==> src/rtl/seg_line_loader.sv <==
module seg_line_loader #(
  parameter int LINE_W = 240,
  parameter int BUS_W  = 8
) (
  input  logic              clk,
  input  logic              rst_n,
  input  logic              wide_mode,
  input  logic              rev_dir,
  input  logic [BUS_W-1:0]  din,
  input  logic              en_a_i,
  output logic              en_a_o,
  output logic              en_a_oe,
  input  logic              en_b_i,
  output logic              en_b_o,
  output logic              en_b_oe,
  input  logic              latch_pulse,
  input  logic              disp_off,
  input  logic              frame_rev,
  output logic [LINE_W-1:0] seg_out,
  output logic              line_fr
);
  localparam int GROUPS = LINE_W / BUS_W;
  localparam int GW     = $clog2(GROUPS);
  localparam int NIB    = BUS_W / 2;

  logic [GW-1:0]     grp_q;
  logic              half_q;
  logic [NIB-1:0]    nib_q;
  logic              done_q;
  logic [LINE_W-1:0] sr_q;
  logic [LINE_W-1:0] line_q;
  logic              fr_q;
  logic [BUS_W-1:0]  word_fwd;
  logic [BUS_W-1:0]  word_rev;
  int                fwd_base;
  int                rev_base;

  wire en_in  = rev_dir ? en_b_i : en_a_i;
  wire take   = en_in & ~done_q & ~latch_pulse;
  wire commit = take & (wide_mode | half_q);
  wire last   = (grp_q == GW'(GROUPS - 1));

  assign word_fwd = wide_mode ? din : {din[NIB-1:0], nib_q};

  for (genvar i = 0; i < BUS_W; i++) begin : g_rev
    assign word_rev[i] = word_fwd[BUS_W-1-i];
  end

  always_comb begin
    fwd_base = int'(grp_q) * BUS_W;
    rev_base = LINE_W - BUS_W - fwd_base;
  end

  always_ff @(posedge clk or negedge rst_n) begin
    if (!rst_n)
      sr_q <= '0;
    else if (commit) begin
      if (rev_dir) sr_q[rev_base +: BUS_W] <= word_rev;
      else         sr_q[fwd_base +: BUS_W] <= word_fwd;
    end
  end

  always_ff @(posedge clk or negedge rst_n) begin
    if (!rst_n) begin
      grp_q  <= '0;
      half_q <= 1'b0;
      nib_q  <= '0;
      done_q <= 1'b0;
      line_q <= '0;
      fr_q   <= 1'b0;
    end else if (latch_pulse) begin
      grp_q  <= '0;
      half_q <= 1'b0;
      done_q <= 1'b0;
      line_q <= sr_q;
      fr_q   <= frame_rev;
    end else if (take) begin
      if (!wide_mode && !half_q) begin
        nib_q  <= din[NIB-1:0];
        half_q <= 1'b1;
      end else begin
        half_q <= 1'b0;
        if (last) done_q <= 1'b1;
        else      grp_q  <= grp_q + 1'b1;
      end
    end
  end

  assign en_a_oe = rev_dir;
  assign en_b_oe = ~rev_dir;
  assign en_a_o  = rev_dir & done_q;
  assign en_b_o  = ~rev_dir & done_q;
  assign seg_out = disp_off ? '0 : line_q;
  assign line_fr = fr_q;
endmodule

==> config.mk <==
export PLATFORM = sky130hd
export DESIGN_NAME = seg_line_loader
export DESIGN_NICKNAME = d
export VERILOG_FILES = /design/src/rtl/seg_line_loader.sv
export SDC_FILE = /design/constraint.sdc
export NUM_CORES = 1
export LEC_CHECK = 0
export BUFFER_PORTS_ARGS = -buffer_cell sky130_fd_sc_hd__buf_2
export CORE_MARGIN = 1.5
export CORE_UTILIZATION = 64
export DETAILED_ROUTE_END_ITERATION = 10
export GPL_TIMING_DRIVEN = 0
export PLACE_DENSITY = 0.95
export RECOVER_POWER = 25
export SETUP_SLACK_MARGIN = 0.02
export SKIP_CTS_REPAIR_TIMING = 1
export SYNTH_ARGS = -nofsm -noshare
export SYNTH_HDL_FRONTEND = slang
export SYNTH_SLANG_ARGS = --single-unit
export TNS_END_PERCENT = 20
==> constraint.sdc <==
create_clock -name clk -period 6.8 [get_ports clk]
set_input_delay 1.36 -clock clk [delete_from_list [all_inputs] [get_ports clk]]
set_output_delay 1.36 -clock clk [all_outputs]
set_load 0.02 [all_outputs]
## Yosys cells after proc, flatten, opt, wreduce, memory -nomap -nowiden

Cells that the tools add are included.
Widths: inputs -> output; s select.

| cells by class | value |
|---|---|
| $add $sub $neg | 4 |
| eq/ne operators | 3 |
| shift-type cells | 4 |
| muxes and demuxes | 17 |
| bitwise gates (word level) | 9 |
| reduce and logical (&&, ||, !) cells | 8 |

Operator list:

| cell | count |
|---|---|
| $bwmux 240 | 2 |
| $mux 240 | 2 |
| $shift 8x33->240 const A | 2 |
| $shiftx 8x33->240 | 2 |
| $neg 8->33 | 1 |
| $neg 9->33 | 1 |
| $mux 5 | 4 |
| $reduce_and 3->1 | 3 |
| $sub 8x8->9 const A | 1 |
| $mux 1 | 8 |
| $mux 8 | 1 |
| $add 5x1->5 const B | 1 |
| $and 1x1->1 | 5 |
| $eq 5x5->1 const B | 1 |
| $ne 2x2->1 const B | 2 |
| $reduce_bool 2->1 | 2 |
| $not 1->1 | 3 |
| $logic_not 1->1 | 2 |
| $logic_and 1x1->1 | 1 |
| $or 1x1->1 | 1 |

| storage, ports and cells | value |
|---|---|
| flip-flop bits (word level) | 492 |
| input bits | 17 |
| output and inout bits | 245 |
| word-level logic and storage cells | 52 |

## Depth between registers and ports, before layout

Gate-level depths: netlist of the first run.

| depth | value |
|---|---|
| depth in word-level cells | 5 |
| mapped depth | 17 |
| gate-level depth less buffers | 13 |

## Least setup slack after synthesis of the first run

OpenSTA, ideal clock, no wires.

| path | value |
|---|---|
| kind | register -> register |
| start point | register grp_q[2] |
| end point | register sr_q[160] |
| library setup time | 125 ps |
| arrival time | 3535 ps |
| required time | 6675 ps |
| slack | 3140 ps |
| cell stages (with the launch flop) | 15 |
| buffers on the path | 3 |
| period minus slack after synthesis | 3660 ps |
| cells stage by stage | dfrtp_1 > buf_2 > nand3_1 > xnor2_2 > clkbuf_1 > nand2b_1 > inv_1 > ha_1 > buf_2 > nor3b_1 > nand2_1 > nor2_1 > nand4_2 > a21oi_2 > mux2_2 |

| between the ends | value |
|---|---|
| longest elaborated chain between the ends | 5 |
| elaborated cells on any way between the ends | 10 |
| classes of those cells | add/sub: 3; shift: 4; mux: 3 |

Ends and longest elaborated chain:

| what | RTL line | source |
|---|---|---|
| start: declaration | 26 | `logic [GW-1:0] grp_q;` |
| start signal: assignment | 84 | `else grp_q <= grp_q + 1'b1;` |
| $sub 8x8->9 | 51 | `rev_base = LINE_W - BUS_W - fwd_base;` |
| $neg 9->33 | 58 | `if (rev_dir) sr_q[rev_base +: BUS_W] <= word_rev;` |
| $shiftx 8x33->240 or $shift 8x33->240 (tied branches) | 58 |  |
| $bwmux 240 | 58 |  |
| $mux 240 * | 58 |  |
| end signal: indexed assignment | 58 |  |
| end signal: indexed assignment | 59 | `else sr_q[fwd_base +: BUS_W] <= word_fwd;` |
| end: declaration | 30 | `logic [LINE_W-1:0] sr_q;` |

Every way passes the cells marked *; elsewhere a longest branch is shown, timed or not.
A chain may end at the register's enable or synchronous reset.

## Final worst setup path of the first run

| path | value |
|---|---|
| start point | register grp_q[2] |
| end point | register sr_q[108] |

Same word-level chain as after synthesis.

==> results.yml, run 1 <==
synth:
  synthDistinctLibCells: 75
  syn_nets: 2093
  synth_top_family_by_area: "multiplexers"
  yosys-top-cells-area: "dfrtp_1, mux2_2, nor2b_1, o22ai_1, a22o_1"
  async_flop_share_pct: 100
  seq_area_frac_synth_pct: 52.2
  synth_top_area_cell: "dfrtp_1"
  synth_mux_area_share_pct: 16.0
  synth_area_sq_um: 23600
  synthFlopType: "dfrtp_1"
  yosys_warnings: 0
  synth_common_cells: "dfrtp_1, mux2_2, nor2b_1"
  ys_seq_elements: 492
  syn_inst: 2060
  synth_most_common_cell: "dfrtp_1"
  synth-simple-area-share_pct: 15.4
  synth_edf_count: 0
  synth_xor_xnor_area_share_pct: 0.689
  synth_fa_ha_area_share_pct: 0.848
  synth_top_area_share_pct: 52.2
  syn_avg_cell_area_sq_um: 11.5
  synth-compound-area-share_pct: 12.4
worst_setup_path:
  start_kind: "flop"
  crit_chain: "buf_2 > nand3_1 > xnor2_2 > clkbuf_1 > nand2b_1 > inv_1 > ha_1 > buf_2 > nor2b_1 > nand4_1 > a211oi_1 > buf_2 > nand3_1 > a21o_1 > a22o_1"
  cp_data_arrival_time_ns: 5.49
  critPathSlowestCell: "a211oi_1"
  reg2reg_slack_ns: 1.80
  critPathLaunch: "grp_q[2]"
  critPathTopFamily: "simple AND/OR/NAND/NOR gates"
  cpPeakStageDelay_ns: 0.59
  r2r_cells: 15
  worst-endpoint-required_ns: 7.29
  path_buf_inv: 5
  r2r-end: "sr_q[108]"
  crit_type: "reg2reg"
  cp_common_cell: "buf_2"
  critPathCaptureType: "flop"
  rr_startpoint: "grp_q[2]"
  cp.depth: 15
  path_max_fanout: 10
pwr:
  p_per_area_nw_per_um2: 244
  irDropWorstVdd_mv: 0.331
  power.leakage_uw: 0.0131
placed_design:
  place.gp.congestion: 1.03
  numPortBuffers: 257
  dpl.hpwl_um: 57800
  place_inst: 2791
  place_ws_ns: 2.02
final_layout:
  fin_nets: 2407
  final_util_pct: 74.6
  fillers: 2298
  drive_gt1_share_pct: 29.9
  instances_no_fill: 2878
  area_growth_pct: 15.2
sta:
  drv_slew: 118
  fmax_mhz: 200
  slew_headroom_pct: -103
  hold_viol_final: 0
  fin_crit_sh_pct: 73.6
  period_needed_ns: 5.00
  finalSetupViolCount: 0
  skew_ns: 0.0225
  worstMarginPinSlew_ns: 3.04
  rsz0062_at_grt: "no"
  setup_ws_ns: 1.80
routing:
  wirelength_um: 83200
  dr_total_vias: 20300
  dr.pass1.iters: 9
  drt_iter0_markers: 2665
  drc: 0
  vias_per_cell: 7.04
  ant_nets: 0
  wl_per_cell_um: 28.9
floorplanning:
  die_h_um: 195
  die_w_um: 195
  row_count: 70
  core_area_sq_um: 36400
  io_pins: 262
  die_area_sq_um: 38000
  start_util_pct: 64.8
min_path:
  whs_path_depth: 1
  min_to: "sr_q[114]"
  hp-class: "reg2reg"
  worstHoldStart: "sr_q[114]"
cts:
  clockBufferDepth: 3
  clock_tree.root_cell: "clkbuf_16"
  insertion_delay_ns: 0.61
  cts_tree: "done"
  htreeDepth: 2
  cts_num_sinks: 492
  clkTransAtPathRegs_ns: 0.06
  cts_made_buffers: 49
status:
  status: "complete, but fails checks"
  violations: "capacitance limit, slew limit"
global_routing:
  grt_start_max_net_pins: 132
  grt_pass1_vias: 20300
  antenna_found_initial: 8
  grt_overflow_total: 0
  grt.total_usage_pct: 43.6
  grt_pass1_wl_um: 124000
flow_run:
  cap_violations: 1
-- worst max path at each step --
| stage | endpoint | slack, ns |
|---|---|---|
| after floorplan | sr_q[160] | 3.14 |
| after detailed placement | sr_q[107] | 2.02 |
| final | sr_q[108] | 1.80 |
| after CTS | sr_q[107] | 2.01 |
| after global routing | sr_q[107] | 1.56 |
| after global placement | line_q[229] | -4.79 |
-- power breakdown --
group | internal (uW) | switching, uW
combinational | 208 | 560
clock | 1590 | 1180
sequential | 3020 | 67.6
total | 4820 | 1810
-- area by class of cell --
| cell class | instances | area, sq um | area share [%] |
|---|---|---|---|
| antenna | 5 | 12.5 | 0.0460 |
| clock inverter | 19 | 262 | 0.962 |
| multi-input combinational | 1421 | 10700 | 39.4 |
| tap | 468 | 586 | 2.15 |
| timing repair buffer | 263 | 1390 | 5.12 |
| sequential | 492 | 12300 | 45.3 |
| inverter | 21 | 78.8 | 0.290 |
| clock buffer | 63 | 1320 | 4.85 |
| buffer | 126 | 503 | 1.85 |
-- through the flow --
stage | hold slack [ns] | total power (uW) | setup TNS (ns) | instance area (sq um)
final | 0.478 | 6630 | 0 | 27200
after floorplan | 0.444 | 3520 | 0 | 23600
after global placement | 0.456 | 3810 | -2331.52 | 25500
after global routing | 0.494 | 6750 | 0 | 27200
after detailed placement | 0.465 | 3850 | 0 | 25600
after CTS | 0.482 | 6570 | 0 | 27200
-- registers in the layout (all words and copies together), names as in the netlist --
register,cells
line_fr,1
line_q,240
sr_q,240
done_q,1
nib_q,4
half_q,1
grp_q,5
-- layout by cell type, fill, tap and decap left out, types with 24 or more instances in the layout --
cell type	netlist	routed
o22ai_1	146	146
o211ai_1	24	24
nor2_1	74	74
nand2_1	146	146
clkbuf_1	101	111
a21o_1	28	28
buf_2	15	271
nor3_1	26	26
clkbuf_16	0	49
mux2_2	326	326
nand4_1	25	25
a22o_1	73	73
a221o_1	29	29
nand3_1	57	57
nor2b_1	246	246
dfrtp_1	492	492
-- worst register-to-register path, cell delays in order, from the launching register on --
cell and delay (ns):
dfrtp_1 0.41, buf_2 0.22, nand3_1 0.14, xnor2_2 0.30, clkbuf_1 0.38, nand2b_1 0.19, inv_1 0.05, ha_1 0.26
buf_2 0.27, nor2b_1 0.24, nand4_1 0.37, a211oi_1 0.59, buf_2 0.34, nand3_1 0.40, a21o_1 0.44, a22o_1 0.29
-- per-layer routing --
layer	vias up	GRT usage, %	share of wire, %
met5	-	0	0.11
met4	8	24.0	6.5
met3	431	15.2	13
met2	1750	64.7	44
met1	9921	56.5	36
li1	8157	-	-
-- kinds of logic after synthesis --
kind of cell             Yosys count
adder cells (fa/ha/maj)           16
buffers and inverters            147
AND/OR/NAND/NOR                  664
XOR/XNOR                          13
multiplexers                     337
AO/OA/AOI/OAI                    391
flip-flops                       492
No activity file was read; power rests on OpenSTA's default activity.
==> inputs of run 2 (changes only) <==
--- a/config.mk
+++ b/config.mk
@@ -7,10 +7,10 @@
 export LEC_CHECK = 0
 export BUFFER_PORTS_ARGS = -buffer_cell sky130_fd_sc_hd__buf_2
 export CORE_MARGIN = 1.5
-export CORE_UTILIZATION = 64
+export CORE_UTILIZATION = 59
 export DETAILED_ROUTE_END_ITERATION = 10
 export GPL_TIMING_DRIVEN = 0
-export PLACE_DENSITY = 0.95
+export PLACE_DENSITY = 0.91
 export RECOVER_POWER = 25
 export SETUP_SLACK_MARGIN = 0.02
 export SKIP_CTS_REPAIR_TIMING = 1
==> constraint.sdc (replaced) <==
create_clock -name clk -period 4.7 [get_ports clk]
set_input_delay 0.94 -clock clk [delete_from_list [all_inputs] [get_ports clk]]
set_output_delay 0.94 -clock clk [all_outputs]
set_load 0.02 [all_outputs]
==> results.yml, run 2 (synthesis results as in run 1) <==
status:
  status: "complete, but fails checks"
  violations: "capacitance limit, slew limit"
sta:
  fin_crit_sh_pct: 97.3
  rsz0062_at_grt: "yes"
  hold_viol_final: 0
  period_needed_ns: 4.58
  worstMarginPinSlew_ns: 3.17
  skew_ns: 0.0239
  drv_slew: 118
  slew_headroom_pct: -111
  fmax_mhz: 219
  finalSetupViolCount: 0
final_layout:
  area_growth_pct: 16.4
  final_util_pct: 69.3
  multi_input_area_sq_um: 10800
  final_common_cell: "dfrtp_1"
  regArea_sq_um: 12300
  drive_gt1_share_pct: 30.4
  fin_area_sq_um: 27500
  mostFrequentLayoutCells: "dfrtp_1, mux2_2, buf_2"
  fillers: 2759
  fin_nets: 2411
  reg_top3: "line_q x240, sr_q x240, grp_q x5"
floorplanning:
  die_h_um: 203
  core_area_sq_um: 39600
  io_pins: 262
  die_w_um: 203
  die_area_sq_um: 41200
  start_util_pct: 59.5
  row_count: 73
pwr:
  p_total_uw: 9700
  irDropWorstVdd_mv: 0.314
  p_per_area_nw_per_um2: 353
  power.leakage_uw: 0.0131
placed_design:
  dpl.hpwl_um: 59500
  numPortBuffers: 257
  placed_area_sq_um: 25700
  place.gp.congestion: 0.977
worst_setup_path:
  path_max_fanout: 10
  crit_type: "reg2reg"
  cp_data_arrival_time_ns: 5.11
  critPathCaptureType: "flop"
  cpPeakStageDelay_ns: 0.47
  cp_common_cell: "buf_4"
  crit_chain: "buf_2 > nand3_1 > xnor2_2 > clkbuf_2 > or3_1 > ha_1 > nor4b_1 > nand4_1 > buf_4 > buf_4 > a21oi_1 > nand3b_1 > clkbuf_1 > o22ai_1 > mux2_2"
  critPathSlowestCell: "o22ai_1"
  r2r_cells: 15
  worst-endpoint-required_ns: 5.23
  start_kind: "flop"
cts:
  cts_tree: "done"
  clock_tree.root_cell: "clkbuf_16"
  insertion_delay_ns: 0.60
  cts_num_sinks: 492
  clockBufferDepth: 3
  htreeDepth: 2
  cts_made_buffers: 50
  clkTransAtPathRegs_ns: 0.06
global_routing:
  antenna_found_initial: 1
  grt_pass1_vias: 19500
  grt_pass1_wl_um: 123000
  grt_overflow_total: 0
  grt.total_usage_pct: 40.1
  grt_start_max_net_pins: 131
routing:
  dr.pass1.iters: 9
  vias_per_cell: 6.74
  wirelength_um: 82600
  route.met3.wl_um: 8210
  ant_nets: 0
  wl_met1_um: 32600
  drc: 0
  drt_iter0_markers: 2589
  dr_total_vias: 19800
  met2_length_um: 37700
  wl_per_cell_um: 28.1
  highest_layer: "met4"
flow_run:
  cap_violations: 1
min_path:
  hp-class: "reg2reg"
  whs_path_depth: 1
-- run 2: area by class of cell --
cell class	instances	share of cell area, %
sequential	492	44.8
buffer	126	1.84
clock inverter	14	0.770
tap	525	2.39
antenna	2	0.0182
inverter	21	0.287
multi-input combinational	1421	39.4
timing repair buffer	266	5.14
clock buffer	73	5.35
-- run 2: through the flow --
stage	TNS (ns)	hold slack (ns)	cells	worst slack, ns
2_1_floorplan	0	0.444	2060	1.04
3_3_place_gp	-3198.39	0.453	2842	-6.53
3_5_place_dp	-10.29	0.464	2846	-0.447
4_1_cts	-12.62	0.478	2933	-0.469
5_1_grt	-0.0652	0.494	2938	-0.0440
6_report	0	0.478	2940	0.125
-- run 2: critical path: cells and delay by family, from the launching register on --
family	cells	cell delay (ns)
AO/OA/AOI/OAI	2	0.69
XOR/XNOR	1	0.22
adder cells (fa/ha/maj)	1	0.32
buffers and inverters	5	1.24
flip-flops	1	0.41
multiplexers	1	0.24
AND/OR/NAND/NOR	5	1.38
-- run 2: report_power, final --
group          switching [uW]  internal [uW]  leakage, uW
registers                95.1           4370      0.00668
clock network            1680           2430     0.000823
logic                     821            304      0.00564
-- run 2: path summary, 6_finish.rpt --
check | start | to | slack, ns
min reg2reg | sr_q[119] | sr_q[119] | 0.48
max in group asynchronous | rst_n | line_q[164] | 1.48
min | sr_q[119] | sr_q[119] | 0.48
max | grp_q[2] | sr_q[9] | 0.12
min in group asynchronous | rst_n | line_q[229] | 1.34
max reg2reg | grp_q[2] | sr_q[9] | 0.12
-- run 2: per-layer routing --
metal | up-vias | global-route usage (%)
met4 | 0 | 17.1
met3 | 289 | 7.14
met1 | 9938 | 55.0
met5 | - | 0
met2 | 1401 | 63.2
li1 | 8176 | -
